### config.mk
export PLATFORM = sky130hd
export DESIGN_NAME = rng_byte_gen
export DESIGN_NICKNAME = d
export VERILOG_FILES = /design/src/rtl/rng9_pkg.sv /design/src/rtl/rng9_step.sv /design/src/rtl/rng9_state.sv /design/src/rtl/rng_byte_gen.sv
export SDC_FILE = /design/constraint.sdc
export NUM_CORES = 1
export LEC_CHECK = 0
export ABC_CLOCK_PERIOD_IN_PS = 1300
export BUFFER_PORTS_ARGS = -buffer_cell sky130_fd_sc_hd__buf_2
export CAP_MARGIN = 15
export CORE_AREA = 4 4 41 43
export CTS_CLUSTER_SIZE = 14
export DETAILED_ROUTE_END_ITERATION = 7
export DIE_AREA = 0 0 45 47
export GPL_TIMING_DRIVEN = 0
export PLACE_DENSITY_LB_ADDON = 0.12
export SETUP_SLACK_MARGIN = 0.4
export SYNTH_ARGS = -nofsm -noshare
export SYNTH_HDL_FRONTEND = slang
export SYNTH_SLANG_ARGS = --single-unit
export TNS_END_PERCENT = 20
### constraint.sdc
create_clock -name clk -period 1.3 [get_ports clk]
set_clock_uncertainty 0.2 [all_clocks]
set_input_delay 0.065 -clock clk [delete_from_list [all_inputs] [get_ports clk]]
set_output_delay 0.065 -clock clk [all_outputs]
set_load 0.05 [all_outputs]
### src/rtl/rng9_pkg.sv
package rng9_pkg;
  localparam int STATE_W  = 9;
  localparam int OUT_W    = 8;
  localparam int TAP_BIT  = 4;
  localparam logic [STATE_W-1:0] RESET_SEED = 9'h001;

  // One step: rotate right, then flip the tap bit when the old LSB is clear.
  function automatic logic [STATE_W-1:0] lfsr_next(input logic [STATE_W-1:0] s);
    logic [STATE_W-1:0] mask;
    mask          = '0;
    mask[TAP_BIT] = ~s[0];
    return {s[0], s[STATE_W-1:1]} ^ mask;
  endfunction
endpackage

### src/rtl/rng9_step.sv
module rng9_step
  import rng9_pkg::*;
#(
  parameter int SW = STATE_W
) (
  input  logic [SW-1:0] cur_i,
  output logic [SW-1:0] nxt_o
);
  always_comb nxt_o = lfsr_next(cur_i);
endmodule

### src/rtl/rng9_state.sv
module rng9_state
  import rng9_pkg::*;
#(
  parameter int              SW   = STATE_W,
  parameter logic [SW-1:0]   SEED = RESET_SEED
) (
  input  logic          clk,
  input  logic          rst_n,
  input  logic          adv_evt,
  input  logic          load_evt,
  input  logic [SW-1:0] seed_i,
  input  logic [SW-1:0] step_i,
  output logic [SW-1:0] state_o
);
  logic [SW-1:0] state_d;

  // A load wins over an advance in the same cycle.
  always_comb begin
    state_d = state_o;
    if (load_evt)      state_d = seed_i;
    else if (adv_evt)  state_d = step_i;
  end

  always_ff @(posedge clk or negedge rst_n) begin
    if (!rst_n) state_o <= SEED;
    else        state_o <= state_d;
  end

  AST_HOLD: assert property (@(posedge clk) disable iff (!rst_n)
    (!adv_evt && !load_evt) |=> $stable(state_o));

  AST_LOAD_WINS: assert property (@(posedge clk) disable iff (!rst_n)
    load_evt |=> (state_o == $past(seed_i)));
endmodule

### src/rtl/rng_byte_gen.sv
module rng_byte_gen
  import rng9_pkg::*;
#(
  parameter int SW = STATE_W,
  parameter int OW = OUT_W,
  parameter int TB = TAP_BIT
) (
  input  logic          clk,
  input  logic          rst_n,
  input  logic          adv_i,
  input  logic          load_i,
  input  logic [SW-1:0] seed_i,
  output logic [OW-1:0] rnd_o
);
  logic          adv_evt;
  logic          load_evt;
  logic          step_evt;
  logic [SW-1:0] state_q;
  logic [SW-1:0] state_nx;

  assign adv_evt  = adv_i;
  assign load_evt = load_i;
  assign step_evt = adv_evt && !load_evt;

  rng9_step #(.SW(SW)) u_step (
    .cur_i (state_q),
    .nxt_o (state_nx)
  );

  rng9_state #(.SW(SW), .SEED(RESET_SEED)) u_state (
    .clk      (clk),
    .rst_n    (rst_n),
    .adv_evt  (adv_evt),
    .load_evt (load_evt),
    .seed_i   (seed_i),
    .step_i   (state_nx),
    .state_o  (state_q)
  );

  assign rnd_o = state_q[OW-1:0];

  AST_ROTATE_IN: assert property (@(posedge clk) disable iff (!rst_n)
    step_evt |=> (state_q[SW-1] == $past(state_q[0])));

  AST_TAP_FLIP: assert property (@(posedge clk) disable iff (!rst_n)
    step_evt |=> (state_q[TB] == ($past(state_q[TB+1]) ^ ~$past(state_q[0]))));

  AST_OUT_LOW: assert property (@(posedge clk) disable iff (!rst_n)
    step_evt |=> (rnd_o[OW-1] == $past(state_q[OW])));
endmodule

==> metrics.md, run 1 <==
| Metric | Value |
|---|---|
| Antenna violations before repair | `0` |
| Largest register FFs | `9` |
| DR iter-0 viols | `1` |
| Core area | `1301 µm²` |
| Period utilisation layout | `1.101` |
| Post-CTS Hold Buffers | `9` |
| CTS root buffer | `clkbuf_4` |
| Setup crit start | `u_state.state_o[0]$_DFFE_PN1P_` |
| Pwr dens | `1127 nW/µm²` |
| First-pass GRT wire length | `1959 µm` |
| Normalized max-slew margin | `0.7203` |
| Total track usage | `0.1305` |
| Synth Register Bits | `9` |
| Diode count | `0` |
| TNS Setup | `-0.2209 ns` |
| Hold Path Class | `primary input to register` |
| Overall die width | `45 µm` |
| H-tree Lvls | `1` |
| Worst skew pair latency | `0.26 ns` |
| Max Transition Viols Final | `0` |
| Worst Hold Depth | `2` |
| Vias in the first global route | `456` |
| TritonCTS buffer count | `3` |
| Initial core utilization | `0.3654` |
| DP Worst Slack | `-0.1595 ns` |
| Sequential fraction of the synthesis area | `0.4763` |
| Buffers on Ports | `19` |
| Area growth from synthesis to layout | `76.58%` |
| # Max-Cap Violations | `0` |
| Tmin final | `1.431 ns` |
| Fin Hold WS | `-0.1580 ns` |
| Peak supply drop | `0.5926 mV` |
| Post-Syn Nets | `58` |
| Combinational family with the most area after synthesis | `multiplexers` |
| DIE AREA | `2115 µm²` |
| Compound-Gate Fraction of Synth Area | `0.08421` |
| Worst reg2reg startpoint | `u_state.state_o[0]$_DFFE_PN1P_` |
| Most flop-heavy register | `u_state.state_o` |
| Drt total wl | `1053 µm` |
| Synth Instances | `45` |
| Post-route setup slack | `-0.1310 ns` |
| Vias per cell | `4.274` |
| Mux share of post-synthesis cell area | `0.2237` |
| Xor/xnor share of the synthesized area | `0.01842` |
| Critical Path RT | `1.24 ns` |
| Cell Area, Synth | `475.5 µm²` |
| Total chip power | `946.4 µW` |
| RePlAce Congestion | `0.6271` |
| Max Buffers Root-to-Sink | `2` |
| Startpoint types | `register` |
| Average size of a mapped cell | `10.57 µm²` |
| Critical-path maximum fanout | `3` |
| Via count | `406` |
| Final hold vios | `10` |
| Register Area | `227.7 µm²` |
| TritonCTS clock tree | `built` |
| Largest net degree at the start of global routing | `11` |
| Failing checks | `negative hold slack, negative setup slack` |
| Worst Tran Pin Value | `0.4195 ns` |
| Worst Setup Path Type | `register to register` |
| Largest stage delay on the critical path | `0.55 ns` |
| CP cell instances | `xnor2_1 -> mux2_4 -> mux2_2` |
| Post-route cell area | `839.6 µm²` |
| Ys Warns | `0` |
| Post-Synth Adder-Cell Area | `0` |
| WP data arrival | `1.37 ns` |
| R2R setup slack | `-0.13 ns` |
| I/O pins | `21` |
| CP max stage cell | `dfstp_2` |
| Share of layout cells above drive strength 1 | `0.4625` |
| Reg-to-Reg End | `u_state.state_o[4]$_DFFE_PN0P_` |
| Biggest regs | `u_state.state_o x9` |
| Critical path capture point type | `register` |
| Multi-input logic area | `185.2 µm²` |
| Simple-gate share of the synthesized area | `0.06316` |
| Distinct cells, synth | `10` |
| Reg clk slew, reported paths | `0.06 ns` |
| Leak Pwr | `0.4139 nW` |
| R2R depth | `3` |
| Fill cells | `110` |
| Final setup fails | `2` |
| F_max | `0.6988 GHz` |
| GR Overflow Total | `0` |
| RSZ-0062 raised after global routing | `yes` |
| CTS sink count | `9` |
| Final #Nets | `94` |
| DR WL/cell | `11.08 µm` |
| Post-route ant nets | `0` |
| Pre-Repair DR Iteration Count | `3` |
| Die Ht | `47 µm` |
| Outcome | `complete, but fails checks` |
| Row cnt | `13` |
| Final routed DRC violation total | `0` |
| Post-layout util | `0.6452` |
| Placed instance area | `590.6 µm²` |
| CP Capture Point | `u_state.state_o[4]$_DFFE_PN0P_` |
## synth_stat cells
library cell / instances / area (µm²)
clkbuf_1: 1 / 3.750
mux2_4: 1 / 15.01
dfrtp_1: 8 / 200.2
mux2i_1: 8 / 80.08
xnor2_1: 1 / 8.760
nand2_1: 8 / 30.03
o21ai_0: 8 / 40.04
mux2_2: 1 / 11.26
dfstp_2: 1 / 26.28
buf_4: 8 / 60.06
## layout by cell type (no fill, tap or decap)
cell type / n
nand2_1: 8
xnor2_1: 1
mux2_4: 1
buf_8: 8
dlygate4sd3_1: 9
dfrtp_2: 1
mux2i_1: 8
mux2_2: 1
clkbuf_4: 3
buf_6: 8
o21ai_1: 8
buf_4: 3
buf_2: 11
clkbuf_1: 2
dfrtp_1: 7
dfstp_2: 1
## how the worst min path moves through the flow
stage | startpoint | endpoint | slack [ns]
6_report | seed_i[4] | u_state.state_o[4]$_DFFE_PN0P_ | -0.16
4_1_cts | seed_i[4] | u_state.state_o[4]$_DFFE_PN0P_ | -0.16
3_3_place_gp | rst_n | u_state.state_o[7]$_DFFE_PN0P_ | -0.27
3_5_place_dp | rst_n | u_state.state_o[7]$_DFFE_PN0P_ | -0.28
2_1_floorplan | rst_n | u_state.state_o[1]$_DFFE_PN0P_ | -0.43
5_1_grt | seed_i[4] | u_state.state_o[4]$_DFFE_PN0P_ | -0.15
## cell type report
type	count	share of cell area
multi-input cells	27	0.2206
well taps	15	0.02235
repair buffers	31	0.3472
plain buffers	9	0.1073
flip-flops and latches	9	0.2712
clock buffers	4	0.03130
## metal layers
metal | up-vias | global-route usage | share of wire
li1 | 216 | - | -
met1 | 176 | 0.1560 | 0.45
met2 | 14 | 0.2232 | 0.48
met3 | 0 | 0.02299 | 0.075
met4 | 0 | 0.07018 | 0
met5 | - | 0 | 0
## cells by family (layout without fill, tap and decap cells)
| logic type | after synthesis | count (layout) |
|---|---|---|
| xor+xnor | 1 | 1 |
| simple gates | 8 | 8 |
| mux | 10 | 10 |
| flops | 9 | 9 |
| buf+inv | 9 | 44 |
| compound gates | 8 | 8 |
## stage by stage
step	instances	hold slack [ns]
finish	95	-0.1580
global route	95	-0.1481
CTS	95	-0.1644
floorplan	45	-0.4306
detailed placement	79	-0.2751
global placement	79	-0.2734
## worst max-delay path: cells and delay by family, from the launching register on
| family | cells | cell delay [ns] |
|---|---|---|
| XOR/XNOR | 1 | 0.06 |
| flip-flops | 1 | 0.55 |
| multiplexers | 2 | 0.50 |
## report_power, final
part           internal [mW]  leakage [nW]  switching [mW]
logic                  0.207         0.293           0.180
clock network          0.118        0.0150          0.0974
registers              0.315         0.106          0.0291
## repair_timing
action | 4_1_cts | 5_1_grt
endpoints found under the hold margin | 18 | 7
gates resized for setup | 40 | 0
pin swaps | 7 | 6
endpoints found under the setup margin | 17 | 17
buffers inserted | 3 | 0
No activity file was read; power rests on OpenSTA's default activity.
==> run 2: changes to the inputs <==
CELL_PAD_IN_SITES_DETAIL_PLACEMENT = 0   (was not set)
CELL_PAD_IN_SITES_GLOBAL_PLACEMENT = 1   (was not set)
CORE_AREA = not set   (was 4 4 41 43)
CORE_MARGIN = 2   (was not set)
CORE_UTILIZATION = 29   (was not set)
DIE_AREA = not set   (was 0 0 45 47)
==> run 2 against run 1 <==
Effect of this change:
- the flow still finishes with violations (negative hold slack, negative setup slack)
- first-iteration DRC count unchanged
- die area is 6.4% lower
- final cell count unchanged
- total power fell by 0.29%
- combinational power fell by 2%
- wire length decreased by 4.7%
- critical endpoint unchanged
- largest cell class unchanged
- highest routed layer unchanged
==> metrics.md, run 2 (synthesis results as in run 1) <==
| Metric | Value |
|---|---|
| CP Capture Point | `u_state.state_o[4]$_DFFE_PN0P_` |
| Max Buffers Root-to-Sink | `2 (unchanged)` |
| Leak Pwr | `0.4077 nW (-1.5%)` |
| Core area | `1524 µm² (+17%)` |
| Initial core utilization | `0.3120 (-0.05340)` |
| Via count | `436 (+7.4%)` |
| Pre-Repair DR Iteration Count | `4 (+1)` |
| Combinational share of power | `0.404 (-0.005)` |
| Pwr dens | `1138 nW/µm² (+0.91%)` |
| First-pass GRT wire length | `1869 µm (-4.6%)` |
| Fin Hold WS | `-0.1668 ns (-0.008797 ns)` |
| Critical-path maximum fanout | `4 (+1)` |
| Normalized max-slew margin | `0.7247 (+0.004404)` |
| Fill cells | `140 (+27%)` |
| Reg-to-Reg End | `u_state.state_o[4]$_DFFE_PN0P_` |
| WP data arrival | `1.39 ns (+0.02 ns)` |
| WP depth | `3 (unchanged)` |
| Post-CTS Hold Buffers | `9 (unchanged)` |
| DP Worst Slack | `-0.1494 ns (+0.01008 ns)` |
| CTS sink count | `9 (unchanged)` |
| Commonest non-fill, non-tap cell in the layout | `buf_2` |
| Vias in the first global route | `422 (-7.5%)` |
| CP cell instances | `xnor2_1 -> mux2_4 -> mux2_2` |
| Tmin final | `1.442 ns (+0.01102 ns)` |
| Psw | `308.7 µW (+0.63%)` |
| Post-route setup slack | `-0.1420 ns (-0.01102 ns)` |
| Largest stage delay on the critical path | `0.56 ns (about the same)` |
| # Max-Cap Violations | `0 (unchanged)` |
| Share of layout cells above drive strength 1 | `0.4557 (-0.006804)` |
| Worst reg2reg startpoint | `u_state.state_o[0]$_DFFE_PN1P_` |
| Final hold vios | `15 (+5)` |
| Final setup fails | `2 (unchanged)` |
| Switching share of power | `0.3271 (+0.002992)` |
| R2R setup slack | `-0.14 ns (about the same)` |
| Worst skew pair latency | `0.26 ns (about the same)` |
| Drt total wl | `1004 µm (-4.7%)` |
| Post-Place Cells | `80 (+1.3%)` |
| Max Transition Viols Final | `0 (unchanged)` |
| Die Ht | `44.49 µm (-5.3%)` |
| DR WL/cell | `10.57 µm (-4.7%)` |
| Antenna violations before repair | `0 (unchanged)` |
| Clock power frac | `0.233 (+0.005)` |
| Failing checks | `negative hold slack, negative setup slack` |
| Delay-heaviest family, CP | `flip-flops` |
| Int Power | `635.0 µW (-0.73%)` |
| Post-DP HPWL | `689.7 µm` |
| Largest register FFs | `9 (unchanged)` |
| Most frequent cells in the layout | `buf_2 (11), buf_6 (9), dlygate4sd3_1 (9)` |
| Post-route ant nets | `0 (unchanged)` |
| Final routed DRC violation total | `0 (unchanged)` |
| Vias per cell | `4.589 (+7.4%)` |
| Hold Path Class | `primary input to register` |
| RePlAce Congestion | `0.6693 (+6.7%)` |
| Biggest regs | `u_state.state_o x9` |
| Diode count | `0 (unchanged)` |
| CTS root buffer | `clkbuf_4` |
| Total track usage | `0.1392 (+0.008736)` |
| Most flop-heavy register | `u_state.state_o` |
| RSZ-0062 raised after global routing | `yes` |
| F_max | `0.6935 GHz (-0.76%)` |
| Outcome | `complete, but fails checks` |
| Row cnt | `14 (+1)` |
| Largest net degree at the start of global routing | `11 (unchanged)` |
| Non-Filler Instances | `95 (unchanged)` |
| GR Overflow Total | `0 (unchanged)` |
| Final #Nets | `93 (-1.1%)` |
| CP max stage cell | `dfstp_2` |
| Critical Path RT | `1.25 ns (about the same)` |
| Peak supply drop | `0.4827 mV (-19%)` |
| TritonCTS buffer count | `3 (unchanged)` |
| Reg clk slew, reported paths | `0.06 ns (about the same)` |
| H-tree Lvls | `1 (unchanged)` |
| Seq pwr share | `0.363 (about the same)` |
| I/O pins | `21 (unchanged)` |
| DR iter-0 viols | `1 (unchanged)` |
| Setup crit start | `u_state.state_o[0]$_DFFE_PN1P_` |
| Overall die width | `44.49 µm (-1.1%)` |
| Buf+Inv Stages, Crit Path | `0 (unchanged)` |
| Critical path capture point type | `register` |
| Area growth from synthesis to layout | `74.47%` |
| Worst Tran Pin Value | `0.4129 ns (-0.006606 ns)` |
| Buffers on Ports | `19 (unchanged)` |
| R2R depth | `3 (unchanged)` |
| DIE AREA | `1979 µm² (-6.4%)` |
| Worst Setup Path Type | `register to register` |
| TritonCTS clock tree | `built` |
| Period utilisation layout | `1.109 (+0.008474)` |
| Startpoint types | `register` |
## run 2: cell count changes in the layout (fill, tap and decap cells not counted), sizes merged
cell	delta
buf	-1
## run 2: per-layer routing
layer	share of wire	GRT usage	up-vias
li1	-	-	213
met1	0.45	0.1747	207
met2	0.49	0.1797	16
met3	0.065	0.06531	0
met4	0	0.1091	0
met5	0	0	-
## run 2: cell type report
| cell class | instances | area (µm²) | share of cell area |
|---|---|---|---|
| repair buffers | 30 | 284.0 | 0.3424 |
| flip-flops and latches | 9 | 227.7 | 0.2745 |
| multi-input cells | 27 | 185.2 | 0.2232 |
| plain buffers | 9 | 86.33 | 0.1041 |
| clock buffers | 4 | 26.28 | 0.03167 |
| well taps | 16 | 20.02 | 0.02413 |
## run 2: repair_timing
action	CTS	global route
resized for setup	38	1
setup endpoints to repair	17	17
pin swaps	6	2
setup buffers	1	1
hold endpoints to repair	18	15
## run 2: how the worst min path moves through the flow
stage / slack (ns) / from / end / cells past startpoint
3_5_place_dp: -0.27 / rst_n / u_state.state_o[1]$_DFFE_PN0P_ / 1
6_report: -0.17 / seed_i[4] / u_state.state_o[4]$_DFFE_PN0P_ / 2
4_1_cts: -0.18 / seed_i[4] / u_state.state_o[4]$_DFFE_PN0P_ / 2
3_3_place_gp: -0.27 / rst_n / u_state.state_o[1]$_DFFE_PN0P_ / 1
2_1_floorplan: -0.43 / rst_n / u_state.state_o[1]$_DFFE_PN0P_ / 0
5_1_grt: -0.18 / seed_i[4] / u_state.state_o[4]$_DFFE_PN0P_ / 2
## run 2: through the flow
stage | utilization | cell area [µm²] | setup TNS, ns | power [mW]
2_1_floorplan | - | 476.7 | -0.1795 | 0.5435
3_3_place_gp | 0.3883 | 591.8 | -0.1371 | 0.6056
3_5_place_dp | 0.3883 | 591.8 | -0.1494 | 0.6078
4_1_cts | 0.5369 | 818.3 | -0.2055 | 0.9504
5_1_grt | 0.5443 | 829.5 | -0.2740 | 1.011
6_report | 0.5443 | 829.5 | -0.1833 | 0.9437
## run 2: power by group through the flow
stage | logic (mW) | registers (mW) | clock network [mW]
floorplan | 0.193 | 0.350 | 0
global placement | 0.261 | 0.345 | 0
finish | 0.381 | 0.343 | 0.220
CTS | 0.375 | 0.344 | 0.231
detailed placement | 0.263 | 0.345 | 0
global route | 0.406 | 0.347 | 0.257
